[src/rtl/rfs_pkg.sv]
package rfs_pkg;
    typedef enum logic [2:0] {
        ST_POWERUP  = 3'd0,
        ST_IDLE     = 3'd1,
        ST_ARB      = 3'd2,
        ST_CAS_LEAD = 3'd3,
        ST_RAS_LOW  = 3'd4,
        ST_PRECH    = 3'd5
    } rfs_state_t;

    typedef enum logic {
        RFS_RAS_ONLY = 1'b0,
        RFS_CBR      = 1'b1
    } rfs_mode_t;
endpackage

[src/rtl/rfs_interval_timer.sv]
module rfs_interval_timer #(
    parameter int INTERVAL_CYC = 1560
) (
    input  logic clk,
    input  logic rst_n,
    input  logic en,
    output logic tick
);
    localparam int CW = (INTERVAL_CYC > 1) ? $clog2(INTERVAL_CYC) : 1;
    localparam logic [CW-1:0] RELOAD = CW'(INTERVAL_CYC - 1);

    logic [CW-1:0] cnt_q;

    assign tick = en && (cnt_q == '0);

    always_ff @(posedge clk or negedge rst_n) begin
        if (!rst_n) begin
            cnt_q <= RELOAD;
        end else if (!en || cnt_q == '0) begin
            cnt_q <= RELOAD;
        end else begin
            cnt_q <= cnt_q - 1'b1;
        end
    end

    // a period never produces two ticks in a row
    assert_tick_single_R3: assert property (@(posedge clk) disable iff (!rst_n)
        (INTERVAL_CYC > 1 && tick) |=> !tick);
endmodule

[src/rtl/rfs_pending_ctr.sv]
module rfs_pending_ctr #(
    parameter int PEND_MAX = 8
) (
    input  logic clk,
    input  logic rst_n,
    input  logic inc,
    input  logic dec,
    output logic nonzero,
    output logic overflow
);
    localparam int PW = $clog2(PEND_MAX + 1);
    localparam logic [PW-1:0] LIMIT = PW'(PEND_MAX);

    logic [PW-1:0] cnt_q;

    assign nonzero  = (cnt_q != '0);
    assign overflow = inc && !dec && (cnt_q == LIMIT);

    always_ff @(posedge clk or negedge rst_n) begin
        if (!rst_n) begin
            cnt_q <= '0;
        end else if (inc && !dec && cnt_q != LIMIT) begin
            cnt_q <= cnt_q + 1'b1;
        end else if (dec && !inc && cnt_q != '0) begin
            cnt_q <= cnt_q - 1'b1;
        end
    end

    assert_pend_bound_R8: assert property (@(posedge clk) disable iff (!rst_n)
        cnt_q <= LIMIT);
    assert_no_underflow_R8: assert property (@(posedge clk) disable iff (!rst_n)
        dec |-> cnt_q != '0);
    assert_sat_hold_R8: assert property (@(posedge clk) disable iff (!rst_n)
        overflow |=> cnt_q == LIMIT);
endmodule

[src/rtl/rfs_row_ctr.sv]
module rfs_row_ctr #(
    parameter int ROW_W = 9
) (
    input  logic             clk,
    input  logic             rst_n,
    input  logic             step,
    output logic [ROW_W-1:0] row
);
    logic [ROW_W-1:0] row_q;

    assign row = row_q;

    always_ff @(posedge clk or negedge rst_n) begin
        if (!rst_n) begin
            row_q <= '0;
        end else if (step) begin
            row_q <= row_q + 1'b1;
        end
    end

    assert_row_step_R5: assert property (@(posedge clk) disable iff (!rst_n)
        step |=> row_q == ROW_W'($past(row_q) + 1'b1));
    assert_row_hold_R5: assert property (@(posedge clk) disable iff (!rst_n)
        !step |=> $stable(row_q));
endmodule

[src/rtl/rfs_scheduler.sv]
module rfs_scheduler
    import rfs_pkg::*;
#(
    parameter rfs_mode_t MODE         = RFS_RAS_ONLY,
    parameter int        ROW_W        = 9,
    parameter int        INTERVAL_CYC = 1560,
    parameter int        PWR_CYC      = 10000,
    parameter int        WARM_CNT     = 8,
    parameter int        RAS_LOW_CYC  = 8,
    parameter int        PRECH_CYC    = 6,
    parameter int        CAS_LEAD_CYC = 1,
    parameter int        PEND_MAX     = 8
) (
    input  logic             clk,
    input  logic             rst_n,
    input  logic             ref_gnt,
    input  logic             ctl_precharged,
    output logic             ref_req,
    output logic             ref_active,
    output logic             ready,
    output logic             ras_n,
    output logic             cas_n,
    output logic [ROW_W-1:0] addr
);
    localparam int PH_MAX0 = (RAS_LOW_CYC > PRECH_CYC) ? RAS_LOW_CYC : PRECH_CYC;
    localparam int PH_MAX  = (PH_MAX0 > CAS_LEAD_CYC) ? PH_MAX0 : CAS_LEAD_CYC;
    localparam int PH_W    = $clog2(PH_MAX + 1);
    localparam int PWW     = $clog2(PWR_CYC + 1);
    localparam int WMW     = $clog2(WARM_CNT + 1);
    localparam int HIW     = $clog2(PRECH_CYC + 1);
    localparam bit IS_CBR  = (MODE == RFS_CBR);

    rfs_state_t       state_q, state_d;
    logic [PH_W-1:0]  ph_q, ph_load;
    logic [PWW-1:0]   pw_q;
    logic [WMW-1:0]   warm_q;
    logic             tick, pend_nz, pend_ovf, cyc_done, row_step;
    logic [ROW_W-1:0] row_q;

    rfs_interval_timer #(.INTERVAL_CYC(INTERVAL_CYC)) u_timer (
        .clk   (clk),
        .rst_n (rst_n),
        .en    (state_q != ST_POWERUP),
        .tick  (tick)
    );

    assign cyc_done = (state_q == ST_PRECH) && (ph_q == '0);

    rfs_pending_ctr #(.PEND_MAX(PEND_MAX)) u_pending (
        .clk      (clk),
        .rst_n    (rst_n),
        .inc      (tick),
        .dec      (cyc_done && warm_q == '0),
        .nonzero  (pend_nz),
        .overflow (pend_ovf)
    );

    assign row_step = cyc_done && !IS_CBR;

    rfs_row_ctr #(.ROW_W(ROW_W)) u_rows (
        .clk   (clk),
        .rst_n (rst_n),
        .step  (row_step),
        .row   (row_q)
    );

    // next-state selection
    always_comb begin
        state_d = state_q;
        unique case (state_q)
            ST_POWERUP:  if (pw_q == '0) state_d = ST_IDLE;
            ST_IDLE:     if (warm_q != '0 || pend_nz) state_d = ST_ARB;
            ST_ARB:      if (ref_gnt && ctl_precharged)
                             state_d = IS_CBR ? ST_CAS_LEAD : ST_RAS_LOW;
            ST_CAS_LEAD: if (ph_q == '0) state_d = ST_RAS_LOW;
            ST_RAS_LOW:  if (ph_q == '0) state_d = ST_PRECH;
            ST_PRECH:    if (ph_q == '0) state_d = ST_IDLE;
            default:     state_d = ST_POWERUP;
        endcase
    end

    always_comb begin
        unique case (state_d)
            ST_CAS_LEAD: ph_load = PH_W'(CAS_LEAD_CYC - 1);
            ST_RAS_LOW:  ph_load = PH_W'(RAS_LOW_CYC - 1);
            ST_PRECH:    ph_load = PH_W'(PRECH_CYC - 1);
            default:     ph_load = '0;
        endcase
    end

    // state register and its counters
    always_ff @(posedge clk or negedge rst_n) begin
        if (!rst_n) begin
            state_q <= ST_POWERUP;
            ph_q    <= '0;
            pw_q    <= PWW'(PWR_CYC - 1);
            warm_q  <= WMW'(WARM_CNT);
        end else begin
            state_q <= state_d;
            if (state_d != state_q) begin
                ph_q <= ph_load;
            end else if (ph_q != '0) begin
                ph_q <= ph_q - 1'b1;
            end
            if (state_q == ST_POWERUP && pw_q != '0) begin
                pw_q <= pw_q - 1'b1;
            end
            if (pend_ovf) begin
                warm_q <= WMW'(WARM_CNT);
            end else if (cyc_done && warm_q != '0) begin
                warm_q <= warm_q - 1'b1;
            end
        end
    end

    // outputs
    always_comb begin
        ras_n      = 1'b1;
        cas_n      = 1'b1;
        addr       = '0;
        ref_req    = 1'b0;
        ref_active = 1'b0;
        unique case (state_q)
            ST_ARB: ref_req = 1'b1;
            ST_CAS_LEAD: begin
                cas_n      = 1'b0;
                ref_active = 1'b1;
            end
            ST_RAS_LOW: begin
                ras_n      = 1'b0;
                ref_active = 1'b1;
                if (IS_CBR) cas_n = 1'b0;
                else        addr  = row_q;
            end
            ST_PRECH: ref_active = 1'b1;
            default: ;
        endcase
    end

    assign ready = (state_q != ST_POWERUP) && (warm_q == '0);

    // precharge-gap observer for the R7 check
    logic [HIW-1:0] hi_q;
    always_ff @(posedge clk or negedge rst_n) begin
        if (!rst_n) begin
            hi_q <= HIW'(PRECH_CYC);
        end else if (!ras_n) begin
            hi_q <= '0;
        end else if (hi_q != HIW'(PRECH_CYC)) begin
            hi_q <= hi_q + 1'b1;
        end
    end

    assert_prech_gap_R7: assert property (@(posedge clk) disable iff (!rst_n)
        $fell(ras_n) |-> hi_q >= HIW'(PRECH_CYC));
    assert_start_on_grant_R4: assert property (@(posedge clk) disable iff (!rst_n)
        $rose(ref_active) |-> $past(ref_req && ref_gnt && ctl_precharged));
    assert_quiet_pins_R10: assert property (@(posedge clk) disable iff (!rst_n)
        !ref_active |-> (ras_n && cas_n && addr == '0));
    assert_quiet_powerup_R1: assert property (@(posedge clk) disable iff (!rst_n)
        (state_q == ST_POWERUP) |-> (!ready && !ref_req && ras_n));

    generate
        if (IS_CBR) begin : g_cbr_chk
            assert_cas_first_R6: assert property (@(posedge clk) disable iff (!rst_n)
                $fell(ras_n) |-> (!cas_n && $past(!cas_n)));
            assert_cas_hold_R6: assert property (@(posedge clk) disable iff (!rst_n)
                !ras_n |-> !cas_n);
        end else begin : g_row_chk
            assert_cas_high_R5: assert property (@(posedge clk) disable iff (!rst_n)
                !ras_n |-> cas_n);
        end
    endgenerate
endmodule

[config.mk]
export PLATFORM = sky130hd
export DESIGN_NAME = rfs_scheduler
export DESIGN_NICKNAME = d
export VERILOG_FILES = /design/src/rtl/rfs_pkg.sv /design/src/rtl/rfs_interval_timer.sv /design/src/rtl/rfs_pending_ctr.sv /design/src/rtl/rfs_row_ctr.sv /design/src/rtl/rfs_scheduler.sv
export SDC_FILE = /design/constraint.sdc
export NUM_CORES = 1
export LEC_CHECK = 0
export ABC_AREA = 1
export BUFFER_PORTS_ARGS = -buffer_cell sky130_fd_sc_hd__buf_2
export CAP_MARGIN = 10
export CORE_UTILIZATION = 60
export DETAILED_ROUTE_END_ITERATION = 16
export HOLD_SLACK_MARGIN = 0.1
export PLACE_DENSITY = 0.8
export SLEW_MARGIN = 20
export SYNTH_ARGS = -nofsm -noshare
export SYNTH_HDL_FRONTEND = slang
export SYNTH_HIERARCHICAL = 1
export SYNTH_SLANG_ARGS = --single-unit
[constraint.sdc]
create_clock -name clk -period 4.7 [get_ports clk]
set_input_delay 0.705 -clock clk [delete_from_list [all_inputs] [get_ports clk]]
set_output_delay 0.705 -clock clk [all_outputs]
set_load 0.05 [all_outputs]
# Word level (Yosys, flattened, before mapping)

Index checks and enable logic that the tools add are counted.

$add $sub $neg: 7
Equality and inequality tests: 10
Multiplexer cells: 20
Reduce and logical (&&, ||, !) cells: 31

Operators with widths:

| cell                                                                  | number |
|---|---|
| 4-bit two-way mux                                                     | 6 |
| 3-bit two-way mux                                                     | 6 |
| 3-bit one-hot mux with 6 select lines                                 | 1 |
| 14-bit zero test                                                      | 1 |
| 14-bit nonzero test                                                   | 1 |
| 14-bit by 1-bit subtractor with 14-bit output (second input constant) | 1 |
| 3-bit == test (second input constant)                                 | 4 |
| 1-bit logical AND                                                     | 12 |
| 4-bit nonzero test                                                    | 3 |
| 4-bit by 1-bit subtractor with 4-bit output (second input constant)   | 3 |
| 11-bit zero test                                                      | 1 |
| 11-bit two-way mux                                                    | 1 |
| 11-bit by 1-bit subtractor with 11-bit output (second input constant) | 1 |
| 9-bit by 1-bit adder with 9-bit output (second input constant)        | 1 |
| 9-bit two-way mux                                                     | 1 |
| 4-bit zero test                                                       | 2 |
| 3-bit by 2-bit == test with 1-bit output (second input constant)      | 2 |
| 3-bit one-hot mux with 2 select lines                                 | 1 |
| 2-bit nonzero test                                                    | 3 |
| 4-bit by 1-bit adder with 4-bit output (second input constant)        | 1 |
| 4-bit == test (second input constant)                                 | 1 |
| 1-bit two-way mux                                                     | 4 |
| 4-bit != test (second input constant)                                 | 1 |
| 3-bit by 1-bit == test with 1-bit output (second input constant)      | 1 |
| other kinds (6)                                                       | 9 |

Flip-flop bits (word level): 49
Bits of input ports: 4
Output and inout port bits: 14
Word-level logic and storage cells: 75

# Depth between registers and ports, before layout

Gate-level depths: netlist of the first run.

Word-level depth: 7
Mapped depth: 17
Mapped depth without buffers: 17

# Cells and area by module

Netlist of the first run, hierarchy kept.

Modules (own cells, without submodules):

| module             | instances | cells an instance | area each (sq um) | seq. area each (sq um) |
|---|---|---|---|---|
| rfs_scheduler      | 1         | 215               | 1,602.8           | 636.9 |
| rfs_interval_timer | 1         | 71                | 604.3             | 282.8 |
| rfs_row_ctr        | 1         | 51                | 460.4             | 225.2 |
| rfs_pending_ctr    | 1         | 43                | 344.1             | 100.1 |

# Worst setup path before layout of the first run

OpenSTA, ideal clock, no wires.

Path type: register to output
Start: reg state_q[0]
End: out addr[0]
Arrival time: 1,830 ps
Data required time: 3,995 ps
Path slack: 2,165 ps
Cell stages (with the launch flop): 5
Buffers on the path: 1
Cells stage by stage: dfrtp_1 -> inv_2 -> nand3_1 -> clkbuf_1 -> nor2_1

Longest elaborated chain between the ends: 2

RTL lines:

| element                  | line                 | source |
|---|---|---|
| start: declaration       | rfs_scheduler.sv:33  | `rfs_state_t state_q, state_d;` |
| start signal: assignment | rfs_scheduler.sv:99  | `state_q <= state_d;` |
| 3-bit == test            | rfs_scheduler.sv:123 | `unique case (state_q)` |
| 9-bit two-way mux        | rfs_scheduler.sv:123 |  |
| end: declaration         | rfs_scheduler.sv:23  | `output logic [ROW_W-1:0] addr` |

No other way between the ends.

# Worst setup path in the final report of the first run

Start: reg u_timer.cnt_q[0]
End: reg u_pending.cnt_q[3]

Longest elaborated chain between the ends: 6
Elaborated cells on any way between the ends: 9
Those cells by class: mux: 1; reduce/logical: 8

RTL lines:

| element                        | line                     | source |
|---|---|---|
| start: declaration             | rfs_interval_timer.sv:12 | `logic [CW-1:0] cnt_q;` |
| start signal: assignment       | rfs_interval_timer.sv:22 | `cnt_q <= cnt_q - 1'b1;` |
| 11-bit zero test *             | rfs_interval_timer.sv:14 | `assign tick = en && (cnt_q == '0);` |
| 1-bit logical AND *            | rfs_interval_timer.sv:14 |  |
| net tick                       | rfs_scheduler.sv:37      | `logic tick, pend_nz, pend_ovf, cyc_done, row_step;` |
| 1-bit zero test                | rfs_pending_ctr.sv:24    | `end else if (dec && !inc && cnt_q != '0) begin` |
| 1-bit logical AND (2 in a row) | rfs_pending_ctr.sv:24    |  |
| 2-bit nonzero test (no line)   | -                        |  |
| end signal: assignment         | rfs_pending_ctr.sv:23    | `cnt_q <= cnt_q + 1'b1;` |
| end signal: assignment         | rfs_pending_ctr.sv:25    | `cnt_q <= cnt_q - 1'b1;` |
| end: declaration               | rfs_pending_ctr.sv:14    | `logic [PW-1:0] cnt_q;` |

The timed path passes the listed nets; every way through them passes the cells marked *.
A chain may end at the register's enable or synchronous reset.

==> results_dict.tcl, run 1 <==
set metrics [dict create \
    synth_cells 380 \
    fmax_mhz 390 \
    ff2ff_setup_slack_ns 2.13 \
    grt-ovfl-total 0 \
    clkSinkCount 49 \
    drc 0 \
    finalMaxSlewViolations 0 \
    grt_pass1_wl_um 9080 \
    endpoint_kind "flip-flop" \
    tightest_slew_ns 0.750 \
    syn_area_sq_mm 0.00301 \
    ant_nets 0 \
    layout.nets 415 \
    maxCapViolCount 0 \
    synth_area_leaders "dfrtp_1 28%, dfstp_2 13%, nand2_1 11%" \
    avgRoutedWirePerCell_um 11.1 \
    r2r_cells 15 \
    rsz0062_at_grt "false" \
    finalCritPeriodShare 0.546 \
    fp.dieH_um 72.8 \
    num_antenna_cells 0 \
    synth_seq_area_share 0.413 \
    final.setup_skew_ns 0.00439 \
    initial_utilization 0.629 \
    period_needed_ns 2.57 \
    routed_via_density 5.07 \
    h-tree-depth 2 \
    tns_ns 0 \
    drive_above_1_share 0.201 \
    grt_max_degree 50 \
    path_delay_family "simple AND/OR/NAND/NOR gates" \
    grt_pass1_vias 2191 \
    holdPathEnd "u_timer/cnt_q[0]$_DFF_PN1_" \
    maxSlewHeadroom 0.498 \
    rows 25 \
    core_sq_mm 0.00479 \
    antenna_found_initial 0 \
    root_buffer "clkbuf_8" \
    synthArstFlopShare 1.00 \
    vias 2385 \
    avgSynthCellArea_sq_um 7.93 \
    synthFlopType "dfrtp_1" \
    power.static_leakage_nw 1.66 \
    finish.instance_area_sq_mm 0.00327 \
    critPathKind "reg2reg" \
    cp_max_fo 7 \
    postCtsSetupBuffers 0 \
    hp-start "u_timer/cnt_q[0]$_DFF_PN1_" \
    synth_edf_count 0 \
    path_clk_slew_ns 0.08 \
    io_pins 18 \
    yosys.cell_count.top_type "nand2_1" \
    yosys_warnings 6 \
    syn_to_final_growth_pct 8.48 \
    worst-path-buf-inv 2 \
    whs_ns 0.462 \
    yosysTopAreaCell "dfrtp_1" \
    r2r_start "u_timer/cnt_q[0]$_DFF_PN1_" \
    drt_iter0_drc 142 \
    hold_path_depth 1 \
    die_x_um 72.8 \
    synth_nets 393 \
    first_pass_iters 4 \
    cts_made_buffers 5 \
    postCtsResizedCells 0 \
    cp.required_ns 4.89 \
    critPathArrivalTime_ns 2.76 \
    cts_tree "built" \
    worst_r2r_endpoint "u_pending/cnt_q[3]$_DFFE_PN0P_" \
    cts.path.max_buffers 2 \
    cp-start-kind "flip-flop" \
    outcome "complete, no violations" \
    dieArea_sq_mm 0.00531 \
    ys_seq_elements 49 \
    finalHoldViolations 0 \
    hp-class "reg2reg" \
    gp_congestion 0.830 \
    place_hpwl_um 3990 \
    crit_path_max_incr_delay_ns 0.38 \
    place_area_sq_mm 0.00317 \
    crit_chain "inv_1 > ha_1 > nand2_2 > nor2_4 > nand2_4 > nor2_1 > inv_1 > nor2_4 > nand2_4 > ha_1 > or2_0 > nand2_1 > nand3_1 > nand3_1 > nand2_1" \
    setup_violations 0 \
    yosys-top-cells-count "85 x nand2_1, 53 x nor2_1, 48 x inv_1, 34 x dfrtp_1, 25 x nand3_1" \
    ir_drop_v 0.000396 \
    clkLatencyLatePin_ns 0.30 \
    portBuffers 17 \
    slowest_stage "dfstp_2" \
    synth_top_area_share 0.283 \
    powerDensity_mw_per_mm2 447 \
    drt-total-wl_um 5210 \
    cts_hold_buf 0 \
    gr-usage-all-layers 0.219 \
    synth.distinct_cells 34 \
]
[cells by family (layout without fill, tap and decap cells)]
group           after synthesis  after routing  share of synthesized area
simple gates                216            216                      0.350
buf+inv                      56             79                     0.0735
flops                        49             49                      0.413
xor+xnor                     26             26                     0.0756
compound gates               23             23                     0.0436
fa+ha+maj                     9              9                     0.0399
mux                           1              1                    0.00374
[through the flow]
stage | cells | power, mW | utilization | setup WS [ns]
final | 470 | 1.46 | 0.683 | 2.13
after global routing | 470 | 1.58 | 0.683 | 1.90
after CTS | 470 | 1.47 | 0.683 | 2.12
after detailed placement | 462 | 1.20 | 0.661 | 2.13
after global placement | 462 | 1.19 | 0.661 | 2.28
after floorplan | 380 | 1.08 | - | 2.17
[where the power goes]
part	switching (mW)	internal, mW	total, mW
clock	0.131	0.133	0.264
sequential	0.0750	0.500	0.575
combinational	0.412	0.209	0.621
total	0.618	0.842	1.46
[worst max path at each step]
stage                               start  slack [ns]  cells after the start                              to
2_1_floorplan        state_q[0]$_DFF_PN0_        2.17                      4                         addr[0]
6_report       u_timer/cnt_q[0]$_DFF_PN1_        2.13                     15  u_pending/cnt_q[3]$_DFFE_PN0P_
5_1_grt        u_timer/cnt_q[0]$_DFF_PN1_        1.90                     15  u_pending/cnt_q[3]$_DFFE_PN0P_
3_3_place_gp   u_timer/cnt_q[0]$_DFF_PN1_        2.28                     15  u_pending/cnt_q[3]$_DFFE_PN0P_
4_1_cts        u_timer/cnt_q[0]$_DFF_PN1_        2.12                     15  u_pending/cnt_q[3]$_DFFE_PN0P_
3_5_place_dp   u_timer/cnt_q[0]$_DFF_PN1_        2.13                     15  u_pending/cnt_q[3]$_DFFE_PN0P_
[flip-flops by register name (all words and copies together), names as in the netlist]
signal and count:
ph_q 4, u_timer/cnt_q 11, warm_q 4, u_rows/row 9, pw_q 14, state_q 3
u_pending/cnt_q 4
[cells in the final DEF, fill, tap and decap left out, types with 8 or more instances in the layout]
master / instances
xnor2_1: 8
ha_1: 8
buf_2: 17
inv_1: 48
nor3_1: 8
dfstp_2: 15
nand3_1: 25
xor2_1: 18
nor2_1: 53
nor2_2: 8
nand2_1: 85
dfrtp_1: 34
o21ai_0: 12
[final cells by class]
| class | count | area, sq um |
|---|---|---|
| flip-flops and latches | 49 | 1240 |
| clock buffers | 7 | 96.3 |
| clock inverters | 1 | 5.00 |
| repair buffers | 18 | 92.6 |
| fillers | 386 | 1520 |
| multi-input cells | 275 | 1550 |
| inverters | 53 | 199 |
| well taps | 67 | 83.8 |
[metal layers]
layer | vias to the layer above | track usage | wire [um]
li1 | 1226 | - | -
met1 | 1118 | 0.297 | 2610
met2 | 32 | 0.349 | 2370
met3 | 9 | 0.0401 | 138
met4 | 0 | 0.0871 | 98
met5 | - | 0 | 0
Note: power is estimated with default switching activity, not from simulation.
==> run 2, diff against run 1 <==
Clock period 4.7 ns to 2.5 ns, I/O delays scaled along.
==> run 2 against run 1 <==
  * First-iteration DRC count down 4.9%
  * Sequential power up 90%
  * Sequential share of layout area down 0.89 points
  * Clock power up 120%
  * Cell count up 1.3%
  * Register-to-register slack worse by 1.9 ns
  * Die area unchanged
  * Setup slack worse by 1.9 ns
  * Combinational power up 95%
  * Highest routed layer unchanged
==> results_dict.tcl, run 2 (synthesized netlist as in run 1, its figures left out) <==
set metrics [dict create \
    drc 0 \
    finalMaxSlewViolations 0 \
    first_pass_iters 4 \
    endpoint "u_pending/cnt_q[3]$_DFFE_PN0P_" \
    clkSinkCount 49 \
    ir_drop_v 0.000768 \
    cts.path.max_buffers 2 \
    grt_pass1_vias 2301 \
    path_clk_slew_ns 0.09 \
    dieArea_sq_mm 0.00531 \
    r2r_cells 15 \
    ant_nets 0 \
    critPathArrivalTime_ns 2.51 \
    gp_congestion 0.822 \
    avgRoutedWirePerCell_um 11.5 \
    endpoint_kind "flip-flop" \
    largest_reg_flops 14 \
    fillers 385 \
    grt_max_degree 50 \
    tns_ns 0 \
    cts_made_buffers 5 \
    vias 2403 \
    finalHoldViolations 0 \
    cts_tree "built" \
    cp-start-kind "flip-flop" \
    core_sq_mm 0.00479 \
    ff_latch_area_sq_mm 0.00125 \
    drive_above_1_share 0.222 \
    tightest_slew_ns 0.611 \
    portBuffers 17 \
    r2r_start "u_timer/cnt_q[0]$_DFF_PN1_" \
    drt-total-wl_um 5480 \
    fp.dieH_um 72.8 \
    fmax_mhz 434 \
    initial_utilization 0.629 \
    grt_pass1_wl_um 9740 \
    syn_to_final_growth_pct 11.2 \
    setup_violations 0 \
    finalCritPeriodShare 0.921 \
    power.static_leakage_nw 1.69 \
    outcome "complete, no violations" \
    critPathKind "reg2reg" \
    cp-startpoint "u_timer/cnt_q[0]$_DFF_PN1_" \
    multi_input_area_sq_mm 0.00157 \
    routed_via_density 5.05 \
    powerDensity_mw_per_mm2 862 \
    final.setup_skew_ns 0.00665 \
    die_x_um 72.8 \
    finish.instance_area_sq_mm 0.00335 \
    rows 25 \
    grt-ovfl-total 0 \
    drt_iter0_drc 135 \
    gr-usage-all-layers 0.236 \
    io_pins 18 \
    cp.required_ns 2.71 \
    clkLatencyLatePin_ns 0.31 \
    num_antenna_cells 0 \
    cp_max_fo 4 \
    h-tree-depth 2 \
    antenna_found_initial 0 \
    period_needed_ns 2.30 \
    maxSlewHeadroom 0.593 \
    place_hpwl_um 4100 \
    final_common_cell "nand2_1" \
    maxCapViolCount 0 \
    cts_hold_buf 0 \
    root_buffer "clkbuf_8" \
    regMostFlops "pw_q" \
    layout.nets 421 \
    hp-class "in2async" \
    place_area_sq_mm 0.00320 \
    ff2ff_setup_slack_ns 0.20 \
    rsz0062_at_grt "false" \
    worst_r2r_endpoint "u_pending/cnt_q[3]$_DFFE_PN0P_" \
    final_cell_mix "85 x nand2_1, 51 x nor2_1, 48 x inv_1" \
]
==> run 2: power breakdown <==
group / leakage (nW) / switching (mW) / internal (mW)
combinational: 1.02 / 0.790 / 0.425
clock: 0.0585 / 0.260 / 0.326
sequential: 0.613 / 0.146 / 0.940
==> run 2: worst max-delay path: stages (launching register included) <==
cell     delay [ns]
dfstp_2        0.38
inv_1          0.06
ha_2           0.21
nand2_2        0.09
nor2_4         0.15
nand2_4        0.07
nor2_1         0.14
inv_1          0.10
nor2_4         0.12
nand2_4        0.09
ha_4           0.26
or2_0          0.23
nand2_1        0.07
nand3_1        0.09
nand3_1        0.10
nand2_1        0.05
==> run 2: how the worst min path moves through the flow <==
stage	slack (ns)	depth (start not counted)	from	to
global route	0.22	2	rst_n	pw_q[5]$_DFFE_PN0P_
detailed placement	0.44	1	u_timer/cnt_q[0]$_DFF_PN1_	u_timer/cnt_q[0]$_DFF_PN1_
floorplan	0.08	0	rst_n	ph_q[0]$_DFFE_PN0P_
global placement	0.44	1	u_timer/cnt_q[0]$_DFF_PN1_	u_timer/cnt_q[0]$_DFF_PN1_
finish	0.16	2	rst_n	pw_q[7]$_DFFE_PN0P_
CTS	0.18	2	rst_n	pw_q[4]$_DFFE_PN0P_
==> run 2: metal layers <==
metal	up-vias	part of all wire	global-route usage
met4	0	0.012	0.0697
met3	5	0.022	0.0511
met5	-	0	0
met1	1127	0.49	0.314
li1	1247	-	-
met2	24	0.47	0.388
==> run 2: what timing repair did <==
action	4_1_cts	5_1_grt
setup endpoints to repair	0	1
setup buffers	0	1
gates resized for setup	0	5
hold endpoints to repair	0	0
==> run 2: cell type report <==
| type | instances | area share |
|---|---|---|
| multi-input cells | 275 | 0.467 |
| flip-flops and latches | 49 | 0.372 |
| inverters | 53 | 0.0594 |
| repair buffers | 24 | 0.0411 |
| clock buffers | 7 | 0.0258 |
| well taps | 67 | 0.0250 |
| clock inverters | 1 | 0.00897 |
==> run 2: stage by stage <==
step           setup WS [ns]  hold WS [ns]   util  std cells  total power, mW
4_1_cts              0.00616         0.179  0.694        475             2.88
6_report               0.198         0.155  0.700        476             2.89
5_1_grt               0.0345         0.221  0.700        476             3.09
2_1_floorplan          0.187        0.0794      -        380             2.03
3_5_place_dp         0.00532         0.443  0.669        467             2.29
3_3_place_gp          0.0935         0.439  0.669        467             2.25
